`src/rtl/pirq_map_pkg.sv`:
```
package pirq_map_pkg;

    // Geometry of the lookup side
    localparam int SLOT_W      = 5;
    localparam int PIN_W       = 2;
    localparam int NUM_PINS    = 1 << PIN_W;
    localparam int PIRQ_W      = PIN_W + 1;
    localparam int FIELD_W     = 4;
    localparam int ROUTE_W     = NUM_PINS * FIELD_W;

    // Programmable slot range and the hardwired bridge slot
    localparam int FIRST_PROG  = 25;
    localparam int NUM_PROG    = 7;
    localparam int BRIDGE_SLOT = 30;
    localparam int PROG_IDX_W  = $clog2(NUM_PROG);

    // Register window
    localparam int BYTE_W      = 8;
    localparam int ADDR_W      = 8;
    localparam int ACC_BYTES   = 4;
    localparam int SIZE_W      = $clog2(ACC_BYTES);
    localparam int DATA_W      = ACC_BYTES * BYTE_W;
    localparam int WORD_BYTES  = ROUTE_W / BYTE_W;
    localparam int WIN_BYTES   = 1 << $clog2(NUM_PROG * WORD_BYTES);
    localparam int WIN_AW      = $clog2(WIN_BYTES);
    localparam int LEN_W       = SIZE_W + 1;

    typedef logic [SLOT_W-1:0]  slot_t;
    typedef logic [PIN_W-1:0]   pin_t;
    typedef logic [PIRQ_W-1:0]  pirq_t;
    typedef logic [ROUTE_W-1:0] route_word_t;
    typedef logic [BYTE_W-1:0]  byte_t;
    typedef logic [WIN_AW-1:0]  win_addr_t;
    typedef logic [WIN_AW:0]    win_room_t;
    typedef logic [LEN_W-1:0]   acc_len_t;

    // One decoded window access: masked base and clipped length
    typedef struct packed {
        win_addr_t base;
        acc_len_t  nbytes;
    } win_acc_t;

    // Rotating default: upper half of the lines, offset by slot and pin
    function automatic pirq_t default_pirq(slot_t s, pin_t p);
        pin_t rot;
        rot = s[PIN_W-1:0] + p;
        return {1'b1, rot};
    endfunction

    // Reset value of a programmable slot's route word
    function automatic route_word_t default_word(int slot);
        route_word_t w;
        w = '0;
        for (int p = 0; p < NUM_PINS; p++) begin
            w[p*FIELD_W +: FIELD_W] = FIELD_W'(default_pirq(slot_t'(slot), pin_t'(p)));
        end
        return w;
    endfunction

    // Mask the address to the window and shorten an access that runs off the end
    function automatic win_acc_t decode_access(logic [ADDR_W-1:0] addr,
                                               logic [SIZE_W-1:0] size);
        win_acc_t  a;
        win_room_t room;
        acc_len_t  want;
        a.base = WIN_AW'(addr & ADDR_W'(WIN_BYTES - 1));
        want   = {1'b0, size} + acc_len_t'(1);
        room   = win_room_t'(WIN_BYTES) - {1'b0, a.base};
        if (win_room_t'(want) > room) begin
            a.nbytes = acc_len_t'(room);
        end else begin
            a.nbytes = want;
        end
        return a;
    endfunction

endpackage

```
`src/rtl/pirq_route_regs.sv`:
```
module pirq_route_regs
    import pirq_map_pkg::*;
(
    input  logic                               clk,
    input  logic                               rst,
    input  logic                               wr_en,
    input  win_acc_t                           acc,
    input  logic [DATA_W-1:0]                  wr_data,
    output logic [DATA_W-1:0]                  rd_data,
    output logic [NUM_PROG-1:0][ROUTE_W-1:0]   words
);

    byte_t win_q [WIN_BYTES];

    // One storage byte per window location; constant zero where no register lives
    for (genvar b = 0; b < WIN_BYTES; b++) begin : g_byte
        localparam int K    = b / WORD_BYTES;
        localparam int SLOT = FIRST_PROG + K;
        if (K >= NUM_PROG || SLOT == BRIDGE_SLOT) begin : g_fixed
            assign win_q[b] = '0;
        end else begin : g_reg
            localparam route_word_t DW = default_word(SLOT);
            localparam byte_t       DB = DW[(b % WORD_BYTES)*BYTE_W +: BYTE_W];
            logic        hit;
            logic [SIZE_W-1:0] lane;
            byte_t       byte_q;

            assign hit  = wr_en
                        && ({1'b0, acc.base} <= win_room_t'(b))
                        && (win_room_t'(b) < ({1'b0, acc.base} + win_room_t'(acc.nbytes)));
            assign lane = SIZE_W'(win_addr_t'(b) - acc.base);

            always_ff @(posedge clk) begin
                if (rst) begin
                    byte_q <= DB;
                end else if (hit) begin
                    byte_q <= wr_data[{lane, 3'b000} +: BYTE_W];
                end
            end

            assign win_q[b] = byte_q;
        end
    end

    // Little-endian read of the clipped access; lanes past the end read zero
    always_comb begin
        rd_data = '0;
        for (int i = 0; i < ACC_BYTES; i++) begin
            if (acc_len_t'(i) < acc.nbytes) begin
                rd_data[i*BYTE_W +: BYTE_W] = win_q[win_addr_t'(acc.base + win_addr_t'(i))];
            end
        end
    end

    // Present the route words to the lookup
    for (genvar k = 0; k < NUM_PROG; k++) begin : g_word
        for (genvar j = 0; j < WORD_BYTES; j++) begin : g_lane
            assign words[k][j*BYTE_W +: BYTE_W] = win_q[k*WORD_BYTES + j];
        end
    end

endmodule

```
`src/rtl/pirq_route_lookup.sv`:
```
module pirq_route_lookup
    import pirq_map_pkg::*;
(
    input  logic [NUM_PROG-1:0][ROUTE_W-1:0] words,
    input  slot_t                            slot,
    input  pin_t                             pin,
    output pirq_t                            pirq
);

    logic                  in_prog;
    logic [PROG_IDX_W-1:0] idx;
    logic [FIELD_W-1:0]    field;

    assign in_prog = (int'(slot) >= FIRST_PROG) && (int'(slot) < FIRST_PROG + NUM_PROG);
    assign idx     = PROG_IDX_W'(slot - slot_t'(FIRST_PROG));

    always_comb begin
        field = '0;
        if (in_prog) begin
            field = words[idx][{pin, 2'b00} +: FIELD_W];
        end
    end

    always_comb begin
        if (slot == slot_t'(BRIDGE_SLOT)) begin
            pirq = {1'b1, pin};
        end else if (in_prog) begin
            pirq = field[PIRQ_W-1:0];
        end else begin
            pirq = default_pirq(slot, pin);
        end
    end

endmodule

```
`src/rtl/pirq_route_notify.sv`:
```
module pirq_route_notify (
    input  logic clk,
    input  logic rst,
    input  logic wr_en,
    output logic route_chg
);

    always_ff @(posedge clk) begin
        if (rst) begin
            route_chg <= 1'b0;
        end else begin
            route_chg <= wr_en;
        end
    end

endmodule

```
`src/rtl/pirq_pin_mapper.sv`:
```
module pirq_pin_mapper
    import pirq_map_pkg::*;
(
    input  logic                clk,
    input  logic                rst,
    input  logic [ADDR_W-1:0]   acc_addr,
    input  logic [SIZE_W-1:0]   acc_size,
    input  logic                wr_en,
    input  logic [DATA_W-1:0]   wr_data,
    output logic [DATA_W-1:0]   rd_data,
    input  logic [SLOT_W-1:0]   lk_slot,
    input  logic [PIN_W-1:0]    lk_pin,
    output logic [PIRQ_W-1:0]   lk_pirq,
    output logic                route_chg
);

    win_acc_t                         acc;
    logic [NUM_PROG-1:0][ROUTE_W-1:0] words;

    assign acc = decode_access(acc_addr, acc_size);

    pirq_route_regs u_regs (
        .clk     (clk),
        .rst     (rst),
        .wr_en   (wr_en),
        .acc     (acc),
        .wr_data (wr_data),
        .rd_data (rd_data),
        .words   (words)
    );

    pirq_route_lookup u_lookup (
        .words (words),
        .slot  (lk_slot),
        .pin   (lk_pin),
        .pirq  (lk_pirq)
    );

    pirq_route_notify u_notify (
        .clk       (clk),
        .rst       (rst),
        .wr_en     (wr_en),
        .route_chg (route_chg)
    );

endmodule

```
`config.mk`:
```
export PLATFORM = sky130hd
export DESIGN_NAME = pirq_pin_mapper
export DESIGN_NICKNAME = d
export VERILOG_FILES = /design/src/rtl/pirq_map_pkg.sv /design/src/rtl/pirq_route_regs.sv /design/src/rtl/pirq_route_lookup.sv /design/src/rtl/pirq_route_notify.sv /design/src/rtl/pirq_pin_mapper.sv
export SDC_FILE = /design/constraint.sdc
export NUM_CORES = 1
export LEC_CHECK = 0
export ABC_CLOCK_PERIOD_IN_PS = 6500
export BUFFER_PORTS_ARGS = -buffer_cell sky130_fd_sc_hd__buf_2
export CAP_MARGIN = 5
export CORE_UTILIZATION = 40
export DETAILED_ROUTE_END_ITERATION = 16
export RECOVER_POWER = 50
export SLEW_MARGIN = 20
export SYNTH_ARGS = -nofsm -noshare
export SYNTH_HDL_FRONTEND = slang
export SYNTH_HIERARCHICAL = 1
export SYNTH_SLANG_ARGS = --single-unit
```
`constraint.sdc`:
```
create_clock -name clk -period 6.5 [get_ports clk]
set_input_delay 0.325 -clock clk [delete_from_list [all_inputs] [get_ports clk]]
set_output_delay 0.325 -clock clk [all_outputs]
set_load 0.02 [all_outputs]
```
After elaboration in Yosys (flattened, before gate mapping) --
Cells that the tools add are included.
Storage, ports and cells: register bits after elaboration 97, latch bits 0, memory bits (writable) 0, memory bits (read-only) 0, input port bits 52, output and inout bits 36, word-level logic and storage cells 131, memories kept 0
Operators by class: add/subtract/negate cells 20, $mul 0, div/mod/pow operators 0, magnitude comparators 35, equal/unequal tests 1, shift operators 13, multiplexer cells 21, bitwise logic cells 4, reductions and logical operators 24
Operators with widths (count):
- 32-bit by 6-bit indexed part select with 8-bit output | 12
- 8-bit binary-select mux with 4-bit select | 4
- 8-bit 2-to-1 mux | 12
- 16-bit binary-select mux with 3-bit select | 1
- 5-bit >= comparator (second input constant) | 5
- 1-bit logical AND | 24
- 3-bit by 5-bit less-than comparator with 1-bit output (first input constant) | 4
- 4-bit by 5-bit less-than comparator with 1-bit output (first input constant) | 4
- 4-bit inverter with 5-bit output | 4
- 4-bit by 3-bit less-or-equal comparator with 1-bit output (second input constant) | 4
- 4-bit less-or-equal comparator (second input constant) | 4
- 16-bit 2-to-1 mux | 1
- 16-bit by 5-bit indexed part select with 3-bit output | 1
- 1-bit by 2-bit subtractor with 2-bit output (first input constant) | 8
- 1-bit by 5-bit less-than comparator with 1-bit output (first input constant) | 2
- 2-bit by 5-bit less-than comparator with 1-bit output (first input constant) | 2
- 3-bit 2-to-1 mux | 3
- 4-bit by 2-bit adder with 4-bit output (second input constant) | 2
- 4-bit by 1-bit less-or-equal comparator with 1-bit output (second input constant) | 2
- 4-bit by 2-bit less-or-equal comparator with 1-bit output (second input constant) | 2
- 2-bit subtractor (first input constant) | 4
- 1-bit by 3-bit less-than comparator with 1-bit output (first input constant) | 2
- 2-bit by 3-bit less-than comparator with 1-bit output (first input constant) | 2
- 4-bit by 3-bit adder with 5-bit output | 1
- 8 further kinds | 8

Logic depth before layout (Yosys ltp) --
Gate-level depths: netlist (run 1).
depth after elaboration 6, gate-level depth with buffers 17, gate-level depth less buffers 14

Hierarchy --
Netlist (run 1), hierarchy kept.
By module, submodules not included:
- pirq_route_regs | instances 1, cells each 862, area each 8812.2 µm², seq. area each 1921.8 µm²
- pirq_route_lookup | instances 1, cells each 95, area each 973.4 µm², seq. area each 0.0 µm²
- pirq_pin_mapper | instances 1, cells each 21, area each 172.7 µm², seq. area each 0.0 µm²
- pirq_route_notify | instances 1, cells each 2, area each 33.8 µm², seq. area each 20.0 µm²

Worst setup path before layout (run 1) --
Ideal clock, no wire load.
path type in2reg, start input port acc_addr[0], end register u_regs.g_byte[8].g_reg.byte_q[7], setup time 0.143 ns, data arrival time 3.454 ns, data required time 6.357 ns, slack 2.903 ns, stages 15, path buffers 2, cell sequence inv_1 -> ha_1 -> xor2_1 -> ha_1 -> nand3_1 -> o21ai_0 -> nor3_2 -> mux2_1 -> fa_1 -> buf_2 -> nor2_2 -> a221o_1 -> a222oi_1 -> buf_4 -> o22ai_1
RTL lines:
- start, declared | line pirq_pin_mapper.sv:6 | input logic [ADDR_W-1:0] acc_addr,
- end signal, assigned | line pirq_route_regs.sv:37 | byte_q <= wr_data[{lane, 3'b000} +: BYTE_W];
- end, declared | line pirq_route_regs.sv:26 | byte_t byte_q;

==> results.py, run 1 <==
metrics = {
    "floorplanning": {
        "placementRows": 57,
        "coreArea_sq_um": 24400,
        "die-width_um": 160,
        "io_pins": 88,
        "start_util": 0.408,
        "die_h_um": 160,
        "die_area_sq_um": 25500,
    },
    "clock_network": {
        "cts.sinks": 97,
        "htree_levels": 3,
        "postCtsSetupRepairBufs": 0,
        "numCtsBuffers": 9,
        "clkTransAtPathRegs_ns": 0.08,
        "cts_tree": "done",
        "clock_latency_ns": 0.36,
        "clock_tree.root_cell": "clkbuf_16",
        "clockBufferDepth": 2,
        "ctsHoldBuffers": 0,
        "ctsResizeCount": 0,
    },
    "routing": {
        "antenna_left": 0,
        "drc": 0,
        "viasPerCell": 6.85,
        "dr.pass1.iters": 5,
        "drt-wirelength-per-cell_um": 27.3,
        "drt_wl_total_um": 36200,
        "vias": 9080,
        "drt_iter0_markers": 965,
    },
    "outcome": {
        "status": "finished, violations left",
        "violations": "capacitance limit, slew limit",
    },
    "sta": {
        "drv_slew": 113,
        "setup_viol": 0,
        "worst_pin_slew_ns": 3.00,
        "setup_tns_ns": 0,
        "skew_ns": 0,
        "fin_crit_ns": 5.58,
        "finalHoldViolCount": 0,
        "worst_slack_ns": 0.917,
        "whs_ns": 0.329,
        "max_slew_margin": -1.00,
        "timing.final.crit_share": 0.859,
        "fmax_mhz": 179,
        "rsz0062_at_grt": "no",
    },
    "setup_path": {
        "cp-end-kind": "primary output",
        "crit_fanout": 29,
        "crit_start": "acc_addr[1]",
        "worstPathArrival_ns": 5.26,
        "worstReg2RegStart": "u_regs/g_byte[3].g_reg.byte_q[5]",
        "max_stage_delay_ns": 1.58,
        "crit_path_start_kind": "input port",
        "cp_cell_sequence": "buf_2, inv_1, ha_1, xor2_1, ha_1, nand3_1, o21ai_0, nor3_1, mux2i_1, nor2_1, nor3_1, o2bb2ai_1, buf_2",
        "crit_path_top_delay_cell": "nor3_1",
        "crit_required_ns": 6.17,
        "setup.worst_path.class": "input port to primary output",
    },
    "power_and_ir_drop": {
        "p_per_area_nw_per_um2": 203,
        "vdd_ir_drop_max_uv": 130,
        "p_leak_nw": 3.64,
    },
    "global_route": {
        "grt_use_total": 0.285,
        "grt_antenna_before_repair": 2,
        "grt_pass1_wl_um": 54700,
        "grt-ovfl-total": 0,
        "grt_pass1_vias": 8585,
        "grt_max_degree": 80,
    },
    "layout": {
        "area_delta_synth_final_pct": 5.99,
        "finalInstanceArea_sq_um": 10600,
        "drive_gt1_frac": 0.263,
        "diodes": 0,
        "num-nets-final": 1068,
        "nFillCells": 2388,
    },
    "flow_run": {
        "cap_violations": 5,
    },
    "placement": {
        "place_ws_ns": 1.31,
        "io_buffers": 83,
        "routabilityCongestion": 0.907,
        "dpl_cell_area_sq_um": 10300,
        "dp_hpwl_um": 25400,
    },
    "synthesis": {
        "syn_avg_cell_area_sq_um": 10.2,
        "yosys_warnings": 6,
        "synthCells": 976,
        "syn-cell-area_sq_um": 9960,
    },
    "hold_path": {
        "hold_path.class": "input port to register",
        "worstHoldStart": "wr_en",
    },
}
==> area by class of cell <==
class	count	area, sq um	area share
multi-input cells	755	7270	0.688
inverters	33	124	0.0117
clock inverters	7	82.6	0.00782
well taps	324	405	0.0384
clock buffers	9	225	0.0213
flip-flops and latches	97	1940	0.184
repair buffers	100	510	0.0483
==> worst paths after layout <==
kind                                      endpoint  slack, ns  cells past startpoint
setup / recovery                       rd_data[14]       0.92                     13
hold reg to reg   u_regs/g_byte[8].g_reg.byte_q[4]       0.51                      2
hold / removal                  u_notify/route_chg       0.33                      2
setup reg to reg  u_regs/g_byte[3].g_reg.byte_q[5]       5.52                      2
==> critical path, delay by kind of cell <==
family                     cells  cell delay, ns
and+or+nand+nor                4            2.16
xor gates and xnor gates       1            0.20
buffers and inverters          3            0.90
AOI/OAI and AO/OA              2            0.43
adders and majority gates      2            0.50
muxes                          1            0.72
==> sequential cells by signal (all words and copies together), names as in the netlist <==
| signal | cells |
|---|---|
| u_notify/route_chg | 1 |
| u_regs/g_byte.g_reg.byte_q | 96 |
==> metrics by stage <==
step | total power, mW | instances | utilization
after floorplan | 1.32 | 987 | -
after global placement | 1.57 | 1309 | 0.423
after detailed placement | 1.58 | 1309 | 0.423
after CTS | 2.13 | 1325 | 0.436
after global routing | 2.22 | 1325 | 0.433
final | 2.14 | 1325 | 0.433
==> report_power, final <==
group          internal (mW)  total (mW)  switching [mW]
clock                  0.275       0.556           0.281
combinational          0.342       0.889           0.547
sequential             0.631       0.694          0.0634
total                   1.25        2.14           0.891
==> cell usage in the layout, fill, tap and decap left out, drive strengths merged, types with 8 or more instances in the layout <==
cell and instances:
nor3 12, conb 12, o2bb2ai 8, dfxtp 97, a221oi 14, mux2 31, nand3 81, nor2 45
o22ai 12, nor4 11, o22a 8, a221o 14, ha 19, nand3b 32, nand2 46, o21ai 54
o211ai 15, clkbuf 37, mux2i 75, nor3b 28, inv 33, a21oi 37, buf 72, mux4 118
==> per-layer routing <==
layer | wire, um | GRT usage | share of wire | up-vias
met1 | 14800 | 0.380 | 0.41 | 4544
met2 | 16100 | 0.437 | 0.44 | 534
met4 | 2080 | 0.152 | 0.057 | 2
met5 | 12 | 0 | 0.00033 | -
met3 | 3290 | 0.0548 | 0.091 | 103
li1 | - | - | - | 3897
Power figures use the tool's default switching activity.
==> run 2, diff against run 1 <==
- ABC_CLOCK_PERIOD_IN_PS: 6500 -> 6800
- PLACE_DENSITY_LB_ADDON: not set -> 0.2
- clock period: 6.5 -> 6.8 ns (I/O delays scaled with it)
==> run 2 against run 1 <==
  * The flow still finishes with violations (capacitance limit, slew limit)
  * Worst hold slack improved by 0.046 ns
  * Critical path depth increased by 1
  * Power decreased by 3.0%
  * Largest cell class unchanged
  * First-iteration DRC count increased by 9.9%
  * Clock power increased by 4.3%
==> results.py, run 2 (synthesized netlist as in run 1, its figures left out) <==
metrics = {
    "outcome": {
        "status": "finished, violations left",
        "violations": "capacitance limit, slew limit",
    },
    "routing": {
        "antenna_left": 0,
        "viasPerCell": 6.68,
        "dr.pass1.iters": 6,
        "vias": 8835,
        "drc": 0,
        "drt-wirelength-per-cell_um": 25.8,
        "drt_iter0_markers": 1061,
        "drt_wl_total_um": 34200,
    },
    "floorplanning": {
        "io_pins": 88,
        "placementRows": 57,
        "die_area_sq_um": 25500,
        "coreArea_sq_um": 24400,
        "die_h_um": 160,
        "start_util": 0.408,
        "die-width_um": 160,
    },
    "placement": {
        "routabilityCongestion": 0.889,
        "io_buffers": 83,
        "dp_cells": 1305,
        "dp_hpwl_um": 24600,
    },
    "sta": {
        "worst_pin_slew_ns": 2.91,
        "rsz0062_at_grt": "no",
        "max_slew_margin": -0.937,
        "drv_slew": 113,
        "fin_crit_ns": 5.32,
        "skew_ns": 0,
        "setup_viol": 0,
        "finalHoldViolCount": 0,
        "setup_tns_ns": 0,
        "timing.final.crit_share": 0.783,
        "fmax_mhz": 188,
    },
    "layout": {
        "largest_reg_flops": 96,
        "largestRegisters": "u_regs/g_byte.g_reg.byte_q: 96 flops, u_notify/route_chg: 1 flops",
        "final_core_util": 0.435,
        "num-nets-final": 1066,
        "stdcell_count": 1323,
        "diodes": 0,
        "layout_commonest_cell": "mux4_2",
        "area_delta_synth_final_pct": 6.39,
        "drive_gt1_frac": 0.256,
        "final_cell_mix": "mux4_2 (115), dfxtp_1 (97), nand3_1 (81), mux2i_1 (75)",
        "nFillCells": 2413,
        "regMostFlops": "u_regs/g_byte.g_reg.byte_q",
    },
    "setup_path": {
        "critical_path_buf_inv_count": 2,
        "cp-end-kind": "register",
        "crit_required_ns": 7.10,
        "cp_cell_sequence": "buf_2, inv_1, ha_1, xor2_1, ha_1, nand3_1, o21ai_0, nor3_1, mux2i_1, ha_1, xnor2_1, a22o_1, a2bb2oi_1, o22a_2",
        "max_stage_delay_ns": 0.80,
        "ff2ff_setup_slack_ns": 5.88,
        "setup.worst_path.class": "input port to register",
        "worstPathArrival_ns": 5.62,
        "crit_fanout": 29,
        "crit_path_start_kind": "input port",
        "crit_path_top_delay_cell": "a2bb2oi_1",
        "crit_family": "compound AO/OA/AOI/OAI gates",
        "critPathMostFrequentCell": "ha_1",
    },
    "clock_network": {
        "postCtsSetupRepairBufs": 0,
        "cts.sinks": 97,
        "clkTransAtPathRegs_ns": 0.07,
        "ctsHoldBuffers": 0,
        "cts_tree": "done",
        "clockBufferDepth": 2,
        "ctsResizeCount": 0,
        "htree_levels": 3,
        "clock_tree.root_cell": "clkbuf_16",
        "numCtsBuffers": 9,
        "clock_latency_ns": 0.34,
    },
    "power_and_ir_drop": {
        "p_leak_nw": 3.63,
        "p_per_area_nw_per_um2": 196,
        "vdd_ir_drop_max_uv": 114,
        "p_total_mw": 2.08,
    },
    "global_route": {
        "grt_antenna_before_repair": 0,
        "grt_pass1_vias": 8234,
        "grt_use_total": 0.267,
        "grt_pass1_wl_um": 51500,
        "grt-ovfl-total": 0,
        "grt_max_degree": 85,
    },
    "hold_path": {
        "hold_path.class": "input port to register",
    },
    "flow_run": {
        "cap_violations": 4,
    },
}
[run 2: final timing paths]
| path | depth (start not counted) | end | start |
|---|---|---|---|
| max | 14 | u_regs/g_byte[8].g_reg.byte_q[2] | acc_addr[1] |
| min reg2reg | 2 | u_regs/g_byte[9].g_reg.byte_q[7] | u_regs/g_byte[9].g_reg.byte_q[7] |
| min | 2 | u_notify/route_chg | wr_en |
| max reg2reg | 2 | u_regs/g_byte[3].g_reg.byte_q[0] | u_regs/g_byte[3].g_reg.byte_q[0] |
[run 2: area by class of cell]
type                            count  area [sq um]  share of cell area
Clock buffer                       11           253              0.0238
Clock inverter                      5          85.1             0.00803
Inverter                           33           124              0.0117
Multi-Input combinational cell    755          7280               0.687
Sequential cell                    97          1940               0.183
Tap cell                          324           405              0.0382
Timing Repair Buffer               98           509              0.0480
[run 2: routing by layer]
layer	GRT usage	up-vias	routed length, um
met1	0.377	4454	14500
li1	-	3890	-
met4	0.113	0	1450
met3	0.0286	69	2450
met5	0	-	0
met2	0.418	422	15700
[run 2: per-stage QoR]
| step | setup slack [ns] | area (sq um) | hold WS [ns] |
|---|---|---|---|
| floorplan | 3.19 | 10000 | 0.404 |
| global route | 1.09 | 10600 | 0.376 |
| CTS | 1.86 | 10600 | 0.363 |
| global placement | 1.67 | 10300 | 0.478 |
| finish | 1.48 | 10600 | 0.374 |
| detailed placement | 1.52 | 10300 | 0.488 |
[run 2: power breakdown]
part	switching (mW)	leakage (nW)	internal (mW)	total [mW]
registers	0.0590	0.789	0.603	0.662
clock network	0.236	0.162	0.345	0.580
logic	0.507	2.68	0.326	0.833
total	0.802	3.63	1.27	2.08
